<file path="config.mk">
export PLATFORM = sky130hd
export DESIGN_NAME = bcd_rtc_core
export DESIGN_NICKNAME = d
export VERILOG_FILES = /design/src/rtl/rtc_pkg.sv /design/src/rtl/rtc_cal_step.sv /design/src/rtl/bcd_rtc_core.sv
export SDC_FILE = /design/constraint.sdc
export NUM_CORES = 1
export LEC_CHECK = 0
export ABC_CLOCK_PERIOD_IN_PS = 4550
export BUFFER_PORTS_ARGS = -buffer_cell sky130_fd_sc_hd__clkbuf_2
export CORE_UTILIZATION = 34
export DETAILED_ROUTE_END_ITERATION = 6
export GPL_TIMING_DRIVEN = 0
export HOLD_SLACK_MARGIN = 0.08
export SYNTH_ARGS = -nofsm -noshare
export SYNTH_HDL_FRONTEND = slang
export SYNTH_SLANG_ARGS = --single-unit
</file>
<file path="constraint.sdc">
create_clock -name clk -period 4.55 [get_ports clk]
set_input_delay 0.455 -clock clk [delete_from_list [all_inputs] [get_ports clk]]
set_output_delay 0.455 -clock clk [all_outputs]
set_load 0.01 [all_outputs]
</file>
<file path="src/rtl/rtc_pkg.sv">
package rtc_pkg;

    localparam int NUM_REGS = 8;
    localparam int BYTE_W   = 8;
    localparam int ADDR_W   = $clog2(NUM_REGS);
    localparam int CHAIN_N  = NUM_REGS - 1;

    localparam int IDX_CTRL = 0;
    localparam int IDX_SEC  = 1;
    localparam int IDX_MIN  = 2;
    localparam int IDX_HOUR = 3;
    localparam int IDX_DAY  = 4;
    localparam int IDX_DATE = 5;
    localparam int IDX_MON  = 6;
    localparam int IDX_YEAR = 7;

    typedef logic [NUM_REGS-1:0][BYTE_W-1:0] rtc_regs_t;

    typedef struct packed {
        rtc_regs_t cnt;
        rtc_regs_t vis;
        logic      hold_wr;
        logic      hold_rd;
    } core_state_t;

    // carry order through the counters; day of week rides with the date
    function automatic int chain_idx(input int stage);
        case (stage)
            0:       return IDX_SEC;
            1:       return IDX_MIN;
            2:       return IDX_HOUR;
            3:       return IDX_DATE;
            4:       return IDX_MON;
            5:       return IDX_YEAR;
            default: return IDX_CTRL;
        endcase
    endfunction

    function automatic logic [7:0] field_mask(input int idx);
        case (idx)
            IDX_CTRL: return 8'h3F;
            IDX_SEC:  return 8'h7F;
            IDX_MIN:  return 8'h7F;
            IDX_HOUR: return 8'h3F;
            IDX_DAY:  return 8'h07;
            IDX_DATE: return 8'h3F;
            IDX_MON:  return 8'h1F;
            default:  return 8'hFF;
        endcase
    endfunction

    function automatic logic [7:0] field_max(input int idx);
        case (idx)
            IDX_CTRL: return 8'h39;
            IDX_SEC:  return 8'h59;
            IDX_MIN:  return 8'h59;
            IDX_HOUR: return 8'h23;
            IDX_DAY:  return 8'h07;
            IDX_DATE: return 8'h31;
            IDX_MON:  return 8'h12;
            default:  return 8'h99;
        endcase
    endfunction

    function automatic logic [7:0] field_min(input int idx);
        if (idx == IDX_DAY || idx == IDX_DATE || idx == IDX_MON)
            return 8'h01;
        return 8'h00;
    endfunction

    // a two-digit BCD number is a multiple of four by its digit pattern
    function automatic logic is_leap(input logic [7:0] yr);
        if (!yr[4])
            return (yr[3:0] == 4'd0) || (yr[3:0] == 4'd4) || (yr[3:0] == 4'd8);
        return (yr[3:0] == 4'd2) || (yr[3:0] == 4'd6);
    endfunction

    function automatic logic [7:0] month_len(input logic [7:0] mon, input logic [7:0] yr);
        case (mon)
            8'h02:                      return is_leap(yr) ? 8'h29 : 8'h28;
            8'h04, 8'h06, 8'h09, 8'h11: return 8'h30;
            default:                    return 8'h31;
        endcase
    endfunction

    function automatic logic [7:0] bcd_succ(input logic [7:0] v);
        if (v[3:0] >= 4'd9)
            return {v[7:4] + 4'd1, 4'd0};
        return v + 8'd1;
    endfunction

    function automatic rtc_regs_t reset_regs();
        rtc_regs_t r;
        r           = '0;
        r[IDX_DAY]  = 8'h01;
        r[IDX_DATE] = 8'h01;
        r[IDX_MON]  = 8'h01;
        return r;
    endfunction

endpackage

</file>
<file path="src/rtl/rtc_cal_step.sv">
module rtc_cal_step
    import rtc_pkg::*;
(
    input  rtc_regs_t cur,
    output rtc_regs_t nxt
);

    logic       carry;
    logic       wrap;
    logic [7:0] msk;
    logic [7:0] fld;
    logic [7:0] lim;
    logic [7:0] dow;
    int         idx;

    always_comb begin
        nxt   = cur;
        carry = 1'b1;
        wrap  = 1'b0;
        msk   = '0;
        fld   = '0;
        lim   = '0;
        dow   = '0;
        idx   = 0;
        for (int s = 0; s < CHAIN_N; s++) begin
            idx = chain_idx(s);
            msk = field_mask(idx);
            fld = cur[idx] & msk;
            if (idx == IDX_DATE)
                lim = month_len(cur[IDX_MON] & field_mask(IDX_MON), cur[IDX_YEAR]);
            else
                lim = field_max(idx);
            if (carry) begin
                if (idx == IDX_DATE) begin
                    dow = cur[IDX_DAY] & field_mask(IDX_DAY);
                    dow = (dow >= field_max(IDX_DAY)) ? field_min(IDX_DAY) : bcd_succ(dow);
                    nxt[IDX_DAY] = (cur[IDX_DAY] & ~field_mask(IDX_DAY))
                                 | (dow & field_mask(IDX_DAY));
                end
                wrap     = (fld >= lim);
                fld      = wrap ? field_min(idx) : bcd_succ(fld);
                nxt[idx] = (cur[idx] & ~msk) | (fld & msk);
                carry    = wrap;
            end
        end
    end

endmodule

</file>
<file path="src/rtl/bcd_rtc_core.sv">
module bcd_rtc_core
    import rtc_pkg::*;
(
    input  logic              clk,
    input  logic              rst_n,
    input  logic              tick_1s,
    input  logic              bus_we,
    input  logic [ADDR_W-1:0] bus_addr,
    input  logic [BYTE_W-1:0] bus_wdata,
    output logic [BYTE_W-1:0] bus_rdata
);

    localparam logic [ADDR_W-1:0] CTRL_ADDR = ADDR_W'(IDX_CTRL);

    core_state_t st_q, st_d;
    rtc_regs_t   stepped;
    logic        ctrl_wr;
    logic        commit;
    logic        frozen_d;

    rtc_cal_step u_step (
        .cur (st_q.cnt),
        .nxt (stepped)
    );

    always_comb begin
        st_d    = st_q;
        ctrl_wr = bus_we && (bus_addr == CTRL_ADDR);
        commit  = ctrl_wr && st_q.hold_wr && !bus_wdata[7];

        if (ctrl_wr) begin
            st_d.hold_wr = bus_wdata[7];
            st_d.hold_rd = bus_wdata[6];
        end

        if (commit)
            st_d.cnt = st_q.vis;
        else if (tick_1s && !st_q.cnt[IDX_SEC][7])
            st_d.cnt = stepped;

        frozen_d = st_d.hold_wr || st_d.hold_rd;
        if (frozen_d) begin
            if (bus_we) begin
                if (bus_addr != CTRL_ADDR)
                    st_d.vis[bus_addr] = bus_wdata;
                else if (bus_wdata[7])
                    st_d.vis[IDX_CTRL] = {2'b00, bus_wdata[5:0]};
            end
        end else begin
            st_d.vis = st_d.cnt;
        end
    end

    always_ff @(posedge clk) begin
        if (!rst_n) begin
            st_q.cnt     <= reset_regs();
            st_q.vis     <= reset_regs();
            st_q.hold_wr <= 1'b0;
            st_q.hold_rd <= 1'b0;
        end else begin
            st_q <= st_d;
        end
    end

    always_comb begin
        if (bus_addr == CTRL_ADDR)
            bus_rdata = {st_q.hold_wr, st_q.hold_rd, st_q.vis[IDX_CTRL][5:0]};
        else
            bus_rdata = st_q.vis[bus_addr];
    end


    live_copy_chk: assert property (@(posedge clk) disable iff (!rst_n)
        !(st_q.hold_wr || st_q.hold_rd) |-> (st_q.vis == st_q.cnt));


    frozen_stable_chk: assert property (@(posedge clk) disable iff (!rst_n)
        (st_q.hold_wr || st_q.hold_rd) && !bus_we |=> $stable(st_q.vis));


    commit_load_chk: assert property (@(posedge clk) disable iff (!rst_n)
        bus_we && (bus_addr == CTRL_ADDR) && st_q.hold_wr && !bus_wdata[7]
        |=> (st_q.cnt == $past(st_q.vis)));


    osc_halt_chk: assert property (@(posedge clk) disable iff (!rst_n)
        st_q.cnt[IDX_SEC][7] && !bus_we |=> $stable(st_q.cnt));


    tick_moves_chk: assert property (@(posedge clk) disable iff (!rst_n)
        tick_1s && !st_q.cnt[IDX_SEC][7] && !bus_we |=> (st_q.cnt != $past(st_q.cnt)));

endmodule

</file>
After elaboration in Yosys (flattened, before gate mapping)
Cells that the tools add are included.

word-level totals
  output and inout bits = 8
  bits in registers = 130
  memories = 0
  RAM bits = 0
  bits in read-only memories = 0
  input bits = 15
  word-level logic and storage cells = 181
  bits in latches = 0

operators by class
  bitwise logic cells = 7
  equality and inequality tests = 12
  add/subtract/negate cells = 15
  $lt $le $gt $ge = 18
  multiplexer cells = 94
  multiply operators = 0
  shift-type cells = 0
  div/mod/pow operators = 0
  reductions and logical operators = 17

operator list
  cell                                                                   count
  64-bit two-way mux                                                     5
  56-bit two-way mux                                                     2
  6-bit two-way mux                                                      17
  8-bit two-way mux                                                      10
  64-bit bitwise mux                                                     1
  7-bit two-way mux                                                      9
  48-bit two-way mux                                                     1
  1-bit two-way mux                                                      34
  32-bit two-way mux                                                     1
  4-bit greater-or-equal comparator, second input constant               7
  5-bit two-way mux                                                      5
  8-bit binary-select mux with 3-bit select                              1
  8-bit demux with 3-bit select                                          1
  24-bit two-way mux                                                     1
  8-bit by 6-bit bitwise OR with 8-bit output                            3
  6-bit by 1-bit adder with 6-bit output, second input constant          3
  8-bit by 7-bit bitwise OR with 8-bit output                            2
  8-bit one-hot mux with 2 select lines                                  1
  7-bit by 1-bit adder with 7-bit output, second input constant          2
  7-bit greater-or-equal comparator, second input constant               2
  6-bit greater-or-equal comparator, second input constant               2
  3-bit two-way mux                                                      4
  5-bit by 3-bit equality test with 1-bit output, second input constant  2
  3-bit by 1-bit adder with 3-bit output, second input constant          3
  32 further kinds                                                       44

Depth between registers and ports, before layout
Gate-level depths: netlist of the first run.

  word-level depth = 21
  gate-level depth with buffers = 14

Modules after synthesis
A second synthesis of the first run with hierarchy kept.

second synthesis, totals
  cell total of the unflattened synthesis = 903
  area, all modules = 8799.7 µm²

modules (own cells, without submodules)
  module        cells an instance  area an instance (µm²)  instances  sequential area each (µm²)
  bcd_rtc_core  621                6862.8                  1          2602.5
  rtc_cal_step  282                1936.9                  1          0.0

Worst setup path before layout of the first run
Ideal clock, no wire load.

  kind = reg-to-reg
  from = reg st_q[122] (netlist name)
  to = reg st_q[5] (netlist name)
  clock period less this slack = 2.985 ns
  data arrival time = 2.884 ns
  required time = 4.449 ns
  buffers on the path = 1
  slack = 1.565 ns
  stages on the path, launching flop included = 15
  path through = dfxtp_1 inv_1 ha_1 nand3b_1 o211ai_1 a21oi_1 a31oi_1 ha_1 nor4b_1 a2bb2oi_1 or4b_4 buf_6 nor2_2 and3_1 o41ai_1

between the ends
  word-level cells in the longest chain between the ends = 16
  elaborated cells on any way between the ends = 22

RTL lines
  item                                                                                      line                text
  from (decl)                                                                               bcd_rtc_core.sv:15  core_state_t st_q, st_d;
  from (signal assigned)                                                                    bcd_rtc_core.sv:61  st_q <= st_d;
  4-bit by 3-bit equality test with 1-bit output / 4-bit zero test (equally long branches)  n/a
  1-bit logical OR                                                                          rtc_pkg.sv:74       return (yr[3:0] == 4'd0) || (yr[3:0] == 4'd4) || (yr[3:0] == 4'd8);
  1-bit logical OR                                                                          n/a
  1-bit two-way mux                                                                         rtc_pkg.sv:73       if (!yr[4])
  1-bit two-way mux                                                                         rtc_pkg.sv:75       return (yr[3:0] == 4'd2) || (yr[3:0] == 4'd6);
  1-bit two-way mux                                                                         rtc_pkg.sv:79       case (mon)
  1-bit two-way mux                                                                         rtc_pkg.sv:80       8'h02: return is_leap(yr) ? 8'h29 : 8'h28;
  8-bit one-hot mux with 2 select lines                                                     rtc_pkg.sv:79
  6-bit by 8-bit greater-or-equal comparator with 1-bit output                              rtc_cal_step.sv:40  wrap = (fld >= lim);
  1-bit two-way mux (2 in series)                                                           rtc_cal_step.sv:33  if (carry) begin
  1-bit two-way mux (*)                                                                     rtc_cal_step.sv:33
  8-bit two-way mux (*)                                                                     rtc_cal_step.sv:33
  64-bit two-way mux (*)                                                                    bcd_rtc_core.sv:38  else if (tick_1s && !st_q.cnt[IDX_SEC][7])
  64-bit two-way mux (*)                                                                    bcd_rtc_core.sv:36  if (commit)
  64-bit two-way mux (*)                                                                    bcd_rtc_core.sv:42  if (frozen_d) begin

Every way passes the cells marked *; elsewhere a longest branch is shown, timed or not. The select of a mux whose other input is x is not followed.
A chain may end at the register's enable or synchronous reset.

Worst setup path in the final report of the first run
  from = reg st_q[114] (netlist name)
  to = reg st_q[5] (netlist name)

between the ends
  word-level cells in the longest chain between the ends = 11
  elaborated cells on any way between the ends = 16

RTL lines
  item                                                                    line
  5-bit by 3-bit equality test with 1-bit output (tied with other cells)  n/a
  4-bit OR reduction                                                      n/a
  8-bit one-hot mux with 2 select lines                                   rtc_pkg.sv:79
  6-bit by 8-bit greater-or-equal comparator with 1-bit output            rtc_cal_step.sv:40
  1-bit two-way mux                                                       rtc_cal_step.sv:33
  1-bit two-way mux (*) (2 in series)                                     rtc_cal_step.sv:33
  8-bit two-way mux (*)                                                   rtc_cal_step.sv:33
  64-bit two-way mux (*)                                                  bcd_rtc_core.sv:38
  64-bit two-way mux (*)                                                  bcd_rtc_core.sv:36
  64-bit two-way mux (*)                                                  bcd_rtc_core.sv:42

Every way passes the cells marked *; elsewhere a longest branch is shown, timed or not.

==> flow_summary.json, run 1 <==
{
  "wl_met1_um": 11500,
  "worstReg2RegEnd": "st_q[5]$_SDFFE_PN0P_",
  "fp.dieArea_sq_mm": 0.0223,
  "drt_iter0_markers": 815,
  "rsz0062_at_grt": "false",
  "rows": 53,
  "syn_inst": 870,
  "cts_made_buffers": 17,
  "clock_latency_ns": 0.43,
  "cts_sinks": 126,
  "globalplace.congestion": 0.981,
  "drc": 0,
  "yosys_warnings": 0,
  "yosys.area.top_type": "dfxtp_1",
  "r2r_setup_slack_ns": 0.70,
  "regMostFlops": "st_q",
  "p_per_area_mw_per_mm2": 323,
  "cts_max_level": 4,
  "worst-setup-path-type": "reg2reg",
  "power_switching_uw": 656,
  "finalCriticalPeriod_ns": 3.85,
  "dr_wl_met2_um": 11700,
  "firstDrtPassIters": 6,
  "ys_types": 82,
  "seq_power_share_pct": 42.5,
  "relSlewSlack_pct": 18.3,
  "drv_cap": 0,
  "synthTopCellsByArea": "dfxtp_1, ha_1, mux4_2",
  "required_ns": 4.87,
  "min_period_over_period_pct": 84.7,
  "wl_met3_um": 2050,
  "p_int_mw": 2.05,
  "synth.avg_cell_area_sq_um": 8.48,
  "post-route-util_pct": 39.6,
  "drv_slew": 0,
  "fin_setup_tns_ns": 0,
  "async_reset_ff_share_pct": 0,
  "finClkSkew_ns": 0.00936,
  "max_freq_mhz": 260,
  "power_leakage_nw": 3.16,
  "core_area_sq_mm": 0.0212,
  "routed_wl_um": 26300,
  "fin_nets": 958,
  "post-synth-top-area-fraction_pct": 34.2,
  "peakVddDrop_mv": 0.186,
  "start_kind": "register",
  "dp_hpwl_um": 19900,
  "switching_share_pct": 24.2,
  "port-buffer-count": 16,
  "vias": 7121,
  "grt_pass1_vias": 6755,
  "antenna_found_initial": 0,
  "track_usage_pct": 24.4,
  "combPwrFrac_pct": 8.3,
  "r2r-start": "st_q[114]$_SDFF_PN1_",
  "status": "finished, final reports clean",
  "grt_pass1_wl_um": 39900,
  "num_io_pins": 23,
  "drive_above_1_share_pct": 13.3,
  "ant_nets": 0,
  "syn_nets": 923,
  "hold_class": "in2reg",
  "post_drt_wl_per_cell_um": 22.1,
  "hold_violations": 0,
  "cts_tree": "yes",
  "synthTopCellsByCount": "dfxtp_1, nand2_1, nor2_1",
  "ctsHoldBuffers": 0,
  "overflow": 0,
  "worst_pin_slew_ns": 1.21,
  "largest_register_ffs": 126,
  "fillers": 2149,
  "crit_end": "st_q[5]$_SDFFE_PN0P_",
  "worstSetupEndpointType": "register",
  "synth_edf_count": 0,
  "synth_top_flop_cell": "dfxtp_1",
  "worstPathArrival_ns": 4.17,
  "clockRootBuffer": "clkbuf_16",
  "ys_ff_latch": 126,
  "synthToLayoutAreaGrowth_pct": 13.5,
  "clk_pin_slew_ns": 0.05,
  "via_per_inst": 5.98,
  "n_antenna_cell": 0,
  "p_clk_share_pct": 49.2,
  "grt_max_degree": 17,
  "clk_path_buf_depth": 2,
  "syn_area_sq_mm": 0.00738,
  "die_w_um": 149,
  "ff2ff_path_depth": 13,
  "postCtsSetupBuffers": 0,
  "ys_seq_area_share_pct": 34.2,
  "setup_viol": 0,
  "cts_resized": 0,
  "top_regs": "st_q: 126 flops",
  "path_max_fanout": 10,
  "initial_core_util_pct": 34.9,
  "chipHeight_um": 149,
  "synth_most_common_cell": "dfxtp_1",
  "startpoint": "st_q[114]$_SDFF_PN1_",
  "top_layer_used": "met4"
}
==> placed cells by master (no fill, tap or decap), drive strengths merged, types with 18 or more instances in the layout <==
| cell | n |
|---|---|
| buf | 22 |
| o221ai | 18 |
| mux2 | 19 |
| inv | 27 |
| o21ai | 52 |
| a31oi | 23 |
| nand2 | 84 |
| nor3 | 38 |
| a21oi | 71 |
| clkbuf | 79 |
| dfxtp | 126 |
| ha | 38 |
| nand3 | 30 |
| nor2 | 73 |
==> layout make-up <==
type	instances	area (sq um)	area share, %
inverters	28	105	1.26
repair buffers	16	80.1	0.956
clock buffers	22	484	5.78
multi-input cells	653	4480	53.5
clock inverters	7	87.6	1.05
well taps	275	344	4.11
plain buffers	63	274	3.27
flip-flops and latches	126	2520	30.1
==> power by group through the flow <==
| stage | Combinational (mW) | Clock [mW] | Sequential (mW) |
|---|---|---|---|
| finish | 0.224 | 1.33 | 1.15 |
| global route | 0.236 | 1.38 | 1.15 |
| CTS | 0.216 | 1.33 | 1.15 |
| detailed placement | 0.216 | 0 | 1.17 |
| global placement | 0.215 | 0 | 1.17 |
| floorplan | 0.144 | 0 | 1.16 |
==> worst max-delay path: stages, from the launching register on <==
cell and delay (ns):
dfxtp_1 0.41, inv_1 0.11, ha_1 0.29, o211ai_1 0.20, a21oi_1 0.11, a31oi_1 0.20
ha_1 0.26, nor4b_1 0.36, a2bb2oi_1 0.75, or4b_4 0.26, buf_6 0.14, nor2_2 0.11
and3_1 0.24, o41ai_1 0.28
==> routing by layer <==
metal | global-route usage (%) | vias to the layer above
li1 | - | 3313
met1 | 32.3 | 3384
met2 | 37.9 | 348
met3 | 5.08 | 76
met4 | 11.3 | 0
met5 | 0 | -
==> kinds of logic (layout without fill, tap and decap cells) <==
group | Yosys count | in the layout | share of synthesized area, %
buf+inv | 91 | 136 | 5.14
fa+ha+maj | 38 | 38 | 6.45
flops | 126 | 126 | 34.2
xor+xnor | 4 | 4 | 0.475
compound gates | 253 | 253 | 22.9
simple gates | 307 | 307 | 20.8
mux | 51 | 51 | 9.96
==> how the worst min path moves through the flow <==
| stage | to | start | slack, ns | depth (start not counted) |
|---|---|---|---|---|
| finish | st_q[0]$_SDFF_PN0_ | bus_addr[1] | 0.40 | 4 |
| global route | st_q[0]$_SDFF_PN0_ | bus_addr[1] | 0.42 | 4 |
| CTS | st_q[0]$_SDFF_PN0_ | bus_addr[1] | 0.40 | 4 |
| detailed placement | st_q[105]$_SDFF_PN0_ | st_q[105]$_SDFF_PN0_ | 0.45 | 2 |
| global placement | st_q[119]$_SDFF_PN0_ | st_q[119]$_SDFF_PN0_ | 0.45 | 2 |
| floorplan | st_q[89]$_SDFF_PN0_ | st_q[89]$_SDFF_PN0_ | 0.44 | 2 |
==> per-stage QoR <==
stage          worst slack [ns]  instance area [sq um]  instances  power [mW]  hold WS, ns
6_report                  0.698                   8370       1190        2.71        0.403
2_1_floorplan              1.57                   7380        870        1.31        0.436
3_5_place_dp              0.580                   7800       1161        1.39        0.451
3_3_place_gp              0.701                   7800       1161        1.39        0.446
4_1_cts                   0.569                   8370       1190        2.70        0.396
5_1_grt                   0.329                   8370       1190        2.77        0.421
Note: power is estimated with default switching activity, not from simulation.
==> run 2, diff against run 1 <==
Settings changed: ABC_CLOCK_PERIOD_IN_PS 4550 to 3800.
Clock period 4.55 ns to 3.8 ns, I/O delays scaled along.
==> run 2 against run 1 <==
Non-clock buffer count increased by 2. Clock power increased by 20%. Critical path depth is the same. Cell count rose by 0.17%. Register-to-register slack worse by 0.40 ns. Total power is 20% higher. Sequential share of layout area decreased by 0.076 points.
==> flow_summary.json, run 2 (synthesized netlist as in run 1, its figures left out) <==
{
  "overflow": 0,
  "hold_violations": 0,
  "dp_hpwl_um": 19900,
  "post_drt_wl_per_cell_um": 22.1,
  "port-buffer-count": 16,
  "hold_class": "in2reg",
  "vias": 7154,
  "grt_max_degree": 17,
  "max_stage_delay_ns": 0.88,
  "core_area_sq_mm": 0.0212,
  "drv_slew": 0,
  "drive_above_1_share_pct": 13.6,
  "n_antenna_cell": 0,
  "clk_path_buf_depth": 2,
  "layout_commonest_cell": "dfxtp_1",
  "worstSetupEndpointType": "register",
  "crit_path_top_delay_cell": "nor4b_2",
  "fin_cells": 1192,
  "fp.dieArea_sq_mm": 0.0223,
  "post-place-cells": 1161,
  "ctsHoldBuffers": 0,
  "critical_path_buf_inv_count": 1,
  "max_freq_mhz": 286,
  "cts_sinks": 126,
  "status": "finished, final reports clean",
  "drc": 0,
  "total_power_mw": 3.24,
  "required_ns": 4.08,
  "die_w_um": 149,
  "rsz0062_at_grt": "true",
  "layout_setup_ws_ns": 0.301,
  "worst-setup-path-type": "reg2reg",
  "worstPathArrival_ns": 3.78,
  "track_usage_pct": 24.4,
  "clock_latency_ns": 0.43,
  "drv_cap": 0,
  "peakVddDrop_mv": 0.225,
  "top_regs": "st_q: 126 flops",
  "rows": 53,
  "post-route-util_pct": 39.7,
  "largest_register_ffs": 126,
  "worst_path_dominant_cell_family": "compound AO/OA/AOI/OAI gates",
  "routed_wl_um": 26400,
  "p_per_area_mw_per_mm2": 386,
  "clk_pin_slew_ns": 0.06,
  "dp_slack_ns": -0.170,
  "globalplace.congestion": 0.981,
  "ant_nets": 0,
  "chipHeight_um": 149,
  "relSlewSlack_pct": 17.4,
  "start_kind": "register",
  "fin_hold_ws_ns": 0.328,
  "path_max_fanout": 10,
  "fin_setup_tns_ns": 0,
  "dpl_cell_area_sq_mm": 0.00780,
  "cts_tree": "yes",
  "finalCriticalPeriod_ns": 3.50,
  "antenna_found_initial": 0,
  "clockRootBuffer": "clkbuf_16",
  "via_per_inst": 6.00,
  "stdcell_area_sq_mm": 0.00839,
  "initial_core_util_pct": 34.9,
  "setup_viol": 0,
  "min_period_over_period_pct": 92.1,
  "crit_top_cell": "a21oi_1",
  "final_cell_mix": "dfxtp_1, nand2_1, nor2_1",
  "synthToLayoutAreaGrowth_pct": 13.8,
  "power_leakage_nw": 3.17,
  "cts_max_level": 4,
  "finClkSkew_ns": 0.00648,
  "regMostFlops": "st_q",
  "grt_pass1_wl_um": 39900,
  "drt_iter0_markers": 882,
  "firstDrtPassIters": 6,
  "worst_pin_slew_ns": 1.22,
  "cp_cell_sequence": "inv_1 > ha_1 > nand3b_1 > o211ai_1 > a21oi_1 > a31oi_1 > ha_1 > nor4b_1 > a2bb2oi_2 > nor4b_2 > o21ai_0 > a21oi_1 > a21oi_1",
  "num_io_pins": 23,
  "cts_made_buffers": 17,
  "grt_pass1_vias": 6757,
  "fin_nets": 960
}
-- run 2: worst paths after layout --
| kind | slack, ns | cells after the start | from | endpoint |
|---|---|---|---|---|
| max reg2reg | 0.30 | 13 | st_q[122]$_SDFF_PN0_ | st_q[124]$_SDFF_PN0_ |
| min | 0.33 | 4 | bus_addr[1] | st_q[0]$_SDFF_PN0_ |
| min reg2reg | 0.46 | 2 | st_q[104]$_SDFF_PN0_ | st_q[104]$_SDFF_PN0_ |
| max | 0.30 | 13 | st_q[122]$_SDFF_PN0_ | st_q[124]$_SDFF_PN0_ |
-- run 2: where the power goes --
group,total (mW),switching (mW),internal [mW],leakage [nW]
Sequential,1.38,0.0304,1.35,1.02
Clock,1.59,0.578,1.02,0.283
Combinational,0.267,0.177,0.0909,1.86
-- run 2: timing repair --
action                     CTS  global route
setup endpoints to repair   22            18
pin swaps                    0             1
buffers inserted             0             2
resized for setup            1             0
-- run 2: layer usage --
| metal | share of wire (%) | vias to the layer above | track usage [%] | wire length (um) |
|---|---|---|---|---|
| met5 | 0 | - | 0 | 0 |
| met4 | 3.8 | 0 | 11.3 | 1020 |
| met3 | 8.4 | 84 | 5.08 | 2230 |
| met2 | 45 | 357 | 37.9 | 11800 |
| met1 | 43 | 3390 | 32.3 | 11400 |
| li1 | - | 3323 | - | - |
-- run 2: worst min-delay path, stage by stage --
cell and delay (ns):
clkbuf_2 0.12, nor4b_2 0.09, nand2_1 0.07, a21oi_1 0.05
-- run 2: final cells by class --
type                            count  area [sq um]
Clock inverter                      7          87.6
Sequential cell                   126          2520
Tap cell                          275           344
Buffer                             63           274
Fill cell                        2149         12800
Multi-Input combinational cell    653          4480
Timing Repair Buffer               18          95.1
Inverter                           28           105
Clock buffer                       22           484
==> run 3, diff against run 2 <==
Settings changed: PLACE_DENSITY_LB_ADDON set to 0.1.
==> run 3 against run 2 <==
Non-clock buffer count unchanged. Design area is 0.39% higher. Utilization up 0.15 points. Critical path type unchanged. Highest routed layer unchanged.
==> flow_summary.json, run 3 (synthesized netlist as in run 1, its figures left out) <==
{
  "max_stage_delay_ns": 0.65,
  "cts_tree": "yes",
  "clk_path_buf_depth": 2,
  "layout_commonest_cell": "dfxtp_1",
  "cts_max_level": 4,
  "relSlewSlack_pct": 32.3,
  "start_kind": "register",
  "finalCriticalPeriod_ns": 3.63,
  "routed_wl_um": 29000,
  "cts_sinks": 126,
  "setup_viol": 0,
  "min_period_over_period_pct": 95.5,
  "grt_pass1_vias": 6865,
  "grt_pass1_wl_um": 43400,
  "overflow": 0,
  "max_freq_mhz": 275,
  "regMostFlops": "st_q",
  "via_per_inst": 6.00,
  "drt_iter0_markers": 518,
  "core_area_sq_mm": 0.0212,
  "total_power_mw": 3.33,
  "hold_class": "in2reg",
  "fin_nets": 960,
  "ant_nets": 0,
  "top_regs": "st_q: 126 flops",
  "ctsHoldBuffers": 0,
  "drv_slew": 0,
  "worstSetupEndpointType": "register",
  "path_max_fanout": 10,
  "worstPathArrival_ns": 3.94,
  "die_w_um": 149,
  "finClkSkew_ns": 0.0106,
  "worst_path_dominant_cell_family": "compound AO/OA/AOI/OAI gates",
  "final_cell_mix": "dfxtp_1, nand2_1, nor2_1",
  "power_leakage_nw": 3.19,
  "peakVddDrop_mv": 0.284,
  "vias": 7160,
  "worst-setup-path-type": "reg2reg",
  "p_per_area_mw_per_mm2": 395,
  "fp.dieArea_sq_mm": 0.0223,
  "cp_cell_sequence": "inv_1 > ha_1 > o211ai_1 > a21oi_1 > a31oi_1 > ha_1 > nor4b_1 > a2bb2oi_2 > buf_4 > nor4_2 > and4_1 > a21oi_1 > a2111oi_1",
  "globalplace.congestion": 0.919,
  "post_drt_wl_per_cell_um": 24.3,
  "clockRootBuffer": "clkbuf_16",
  "track_usage_pct": 26.8,
  "drv_cap": 0,
  "required_ns": 4.11,
  "clock_latency_ns": 0.43,
  "crit_path_top_delay_cell": "nor4_2",
  "synthToLayoutAreaGrowth_pct": 14.2,
  "chipHeight_um": 149,
  "firstDrtPassIters": 6,
  "cts_made_buffers": 17,
  "drc": 0,
  "largest_register_ffs": 126,
  "antenna_found_initial": 0,
  "fin_hold_ws_ns": 0.332,
  "worst_pin_slew_ns": 1.02,
  "dp_hpwl_um": 21600,
  "drive_above_1_share_pct": 13.8,
  "num_io_pins": 23,
  "clk_pin_slew_ns": 0.06,
  "hold_violations": 0,
  "rows": 53,
  "status": "finished, final reports clean",
  "port-buffer-count": 16,
  "initial_core_util_pct": 34.9,
  "n_antenna_cell": 0,
  "critical_path_buf_inv_count": 2,
  "grt_max_degree": 17
}
-- run 3: cell types whose count changed in the layout (fill, tap and decap cells not counted) --
cell	before	now
bufinv_16	2	3
clkbuf_1	42	41
clkbuf_8	4	2
clkinv_4	0	2
clkinvlp_4	1	2
nor4b_2	2	1
nor4b_4	0	1
-- run 3: repair_timing --
action,CTS,global route
pin swaps,1,1
endpoints found under the setup margin,38,18
resized for setup,1,1
setup buffers,0,2
-- run 3: path summary, 6_finish.rpt --
path	end	cells past startpoint	startpoint	slack [ns]
max reg2reg	st_q[52]$_SDFFE_PN0P_	13	st_q[114]$_SDFF_PN1_	0.17
min	st_q[0]$_SDFF_PN0_	4	bus_addr[1]	0.33
min reg2reg	st_q[101]$_SDFF_PN0_	2	st_q[101]$_SDFF_PN0_	0.46
max	st_q[52]$_SDFFE_PN0P_	13	st_q[114]$_SDFF_PN1_	0.17
-- run 3: per-stage QoR --
step,setup TNS [ns],setup WS (ns),instances,cell area (sq um),util (%)
final,0,0.170,1193,8430,39.8
after global routing,-0.0114,-0.0114,1193,8430,39.8
after CTS,-0.0176,-0.0176,1191,8400,39.7
after detailed placement,-4.96,-0.352,1161,7800,36.9
after global placement,-6.04,-0.405,1161,7800,36.9
after floorplan,0,0.815,870,7380,-
-- run 3: tightest hold or removal path, stage by stage --
cell	delay, ns
clkbuf_2	0.13
nor4b_2	0.09
nand2_1	0.07
a21oi_1	0.05
-- run 3: final cells by class --
type	instances	area, sq um
Clock inverter	11	143
Multi-Input combinational cell	653	4490
Timing Repair Buffer	18	95.1
Clock buffer	19	453
Inverter	28	105
Sequential cell	126	2520
Tap cell	275	344
Fill cell	2183	12700
Buffer	63	274
-- run 3: per-layer routing --
| metal | global-route usage (%) | share of wire, % |
|---|---|---|
| met1 | 35.6 | 45 |
| met2 | 42.5 | 46 |
| met3 | 4.13 | 5.8 |
| met4 | 12.4 | 3.6 |
| met5 | 0 | 0 |
-- run 3: where the power goes --
part | leakage (nW) | total, mW | switching [mW] | internal [mW]
Sequential | 1.02 | 1.38 | 0.0325 | 1.35
Combinational | 1.88 | 0.273 | 0.182 | 0.0909
Clock | 0.290 | 1.68 | 0.625 | 1.05
Total | 3.19 | 3.33 | 0.840 | 2.49
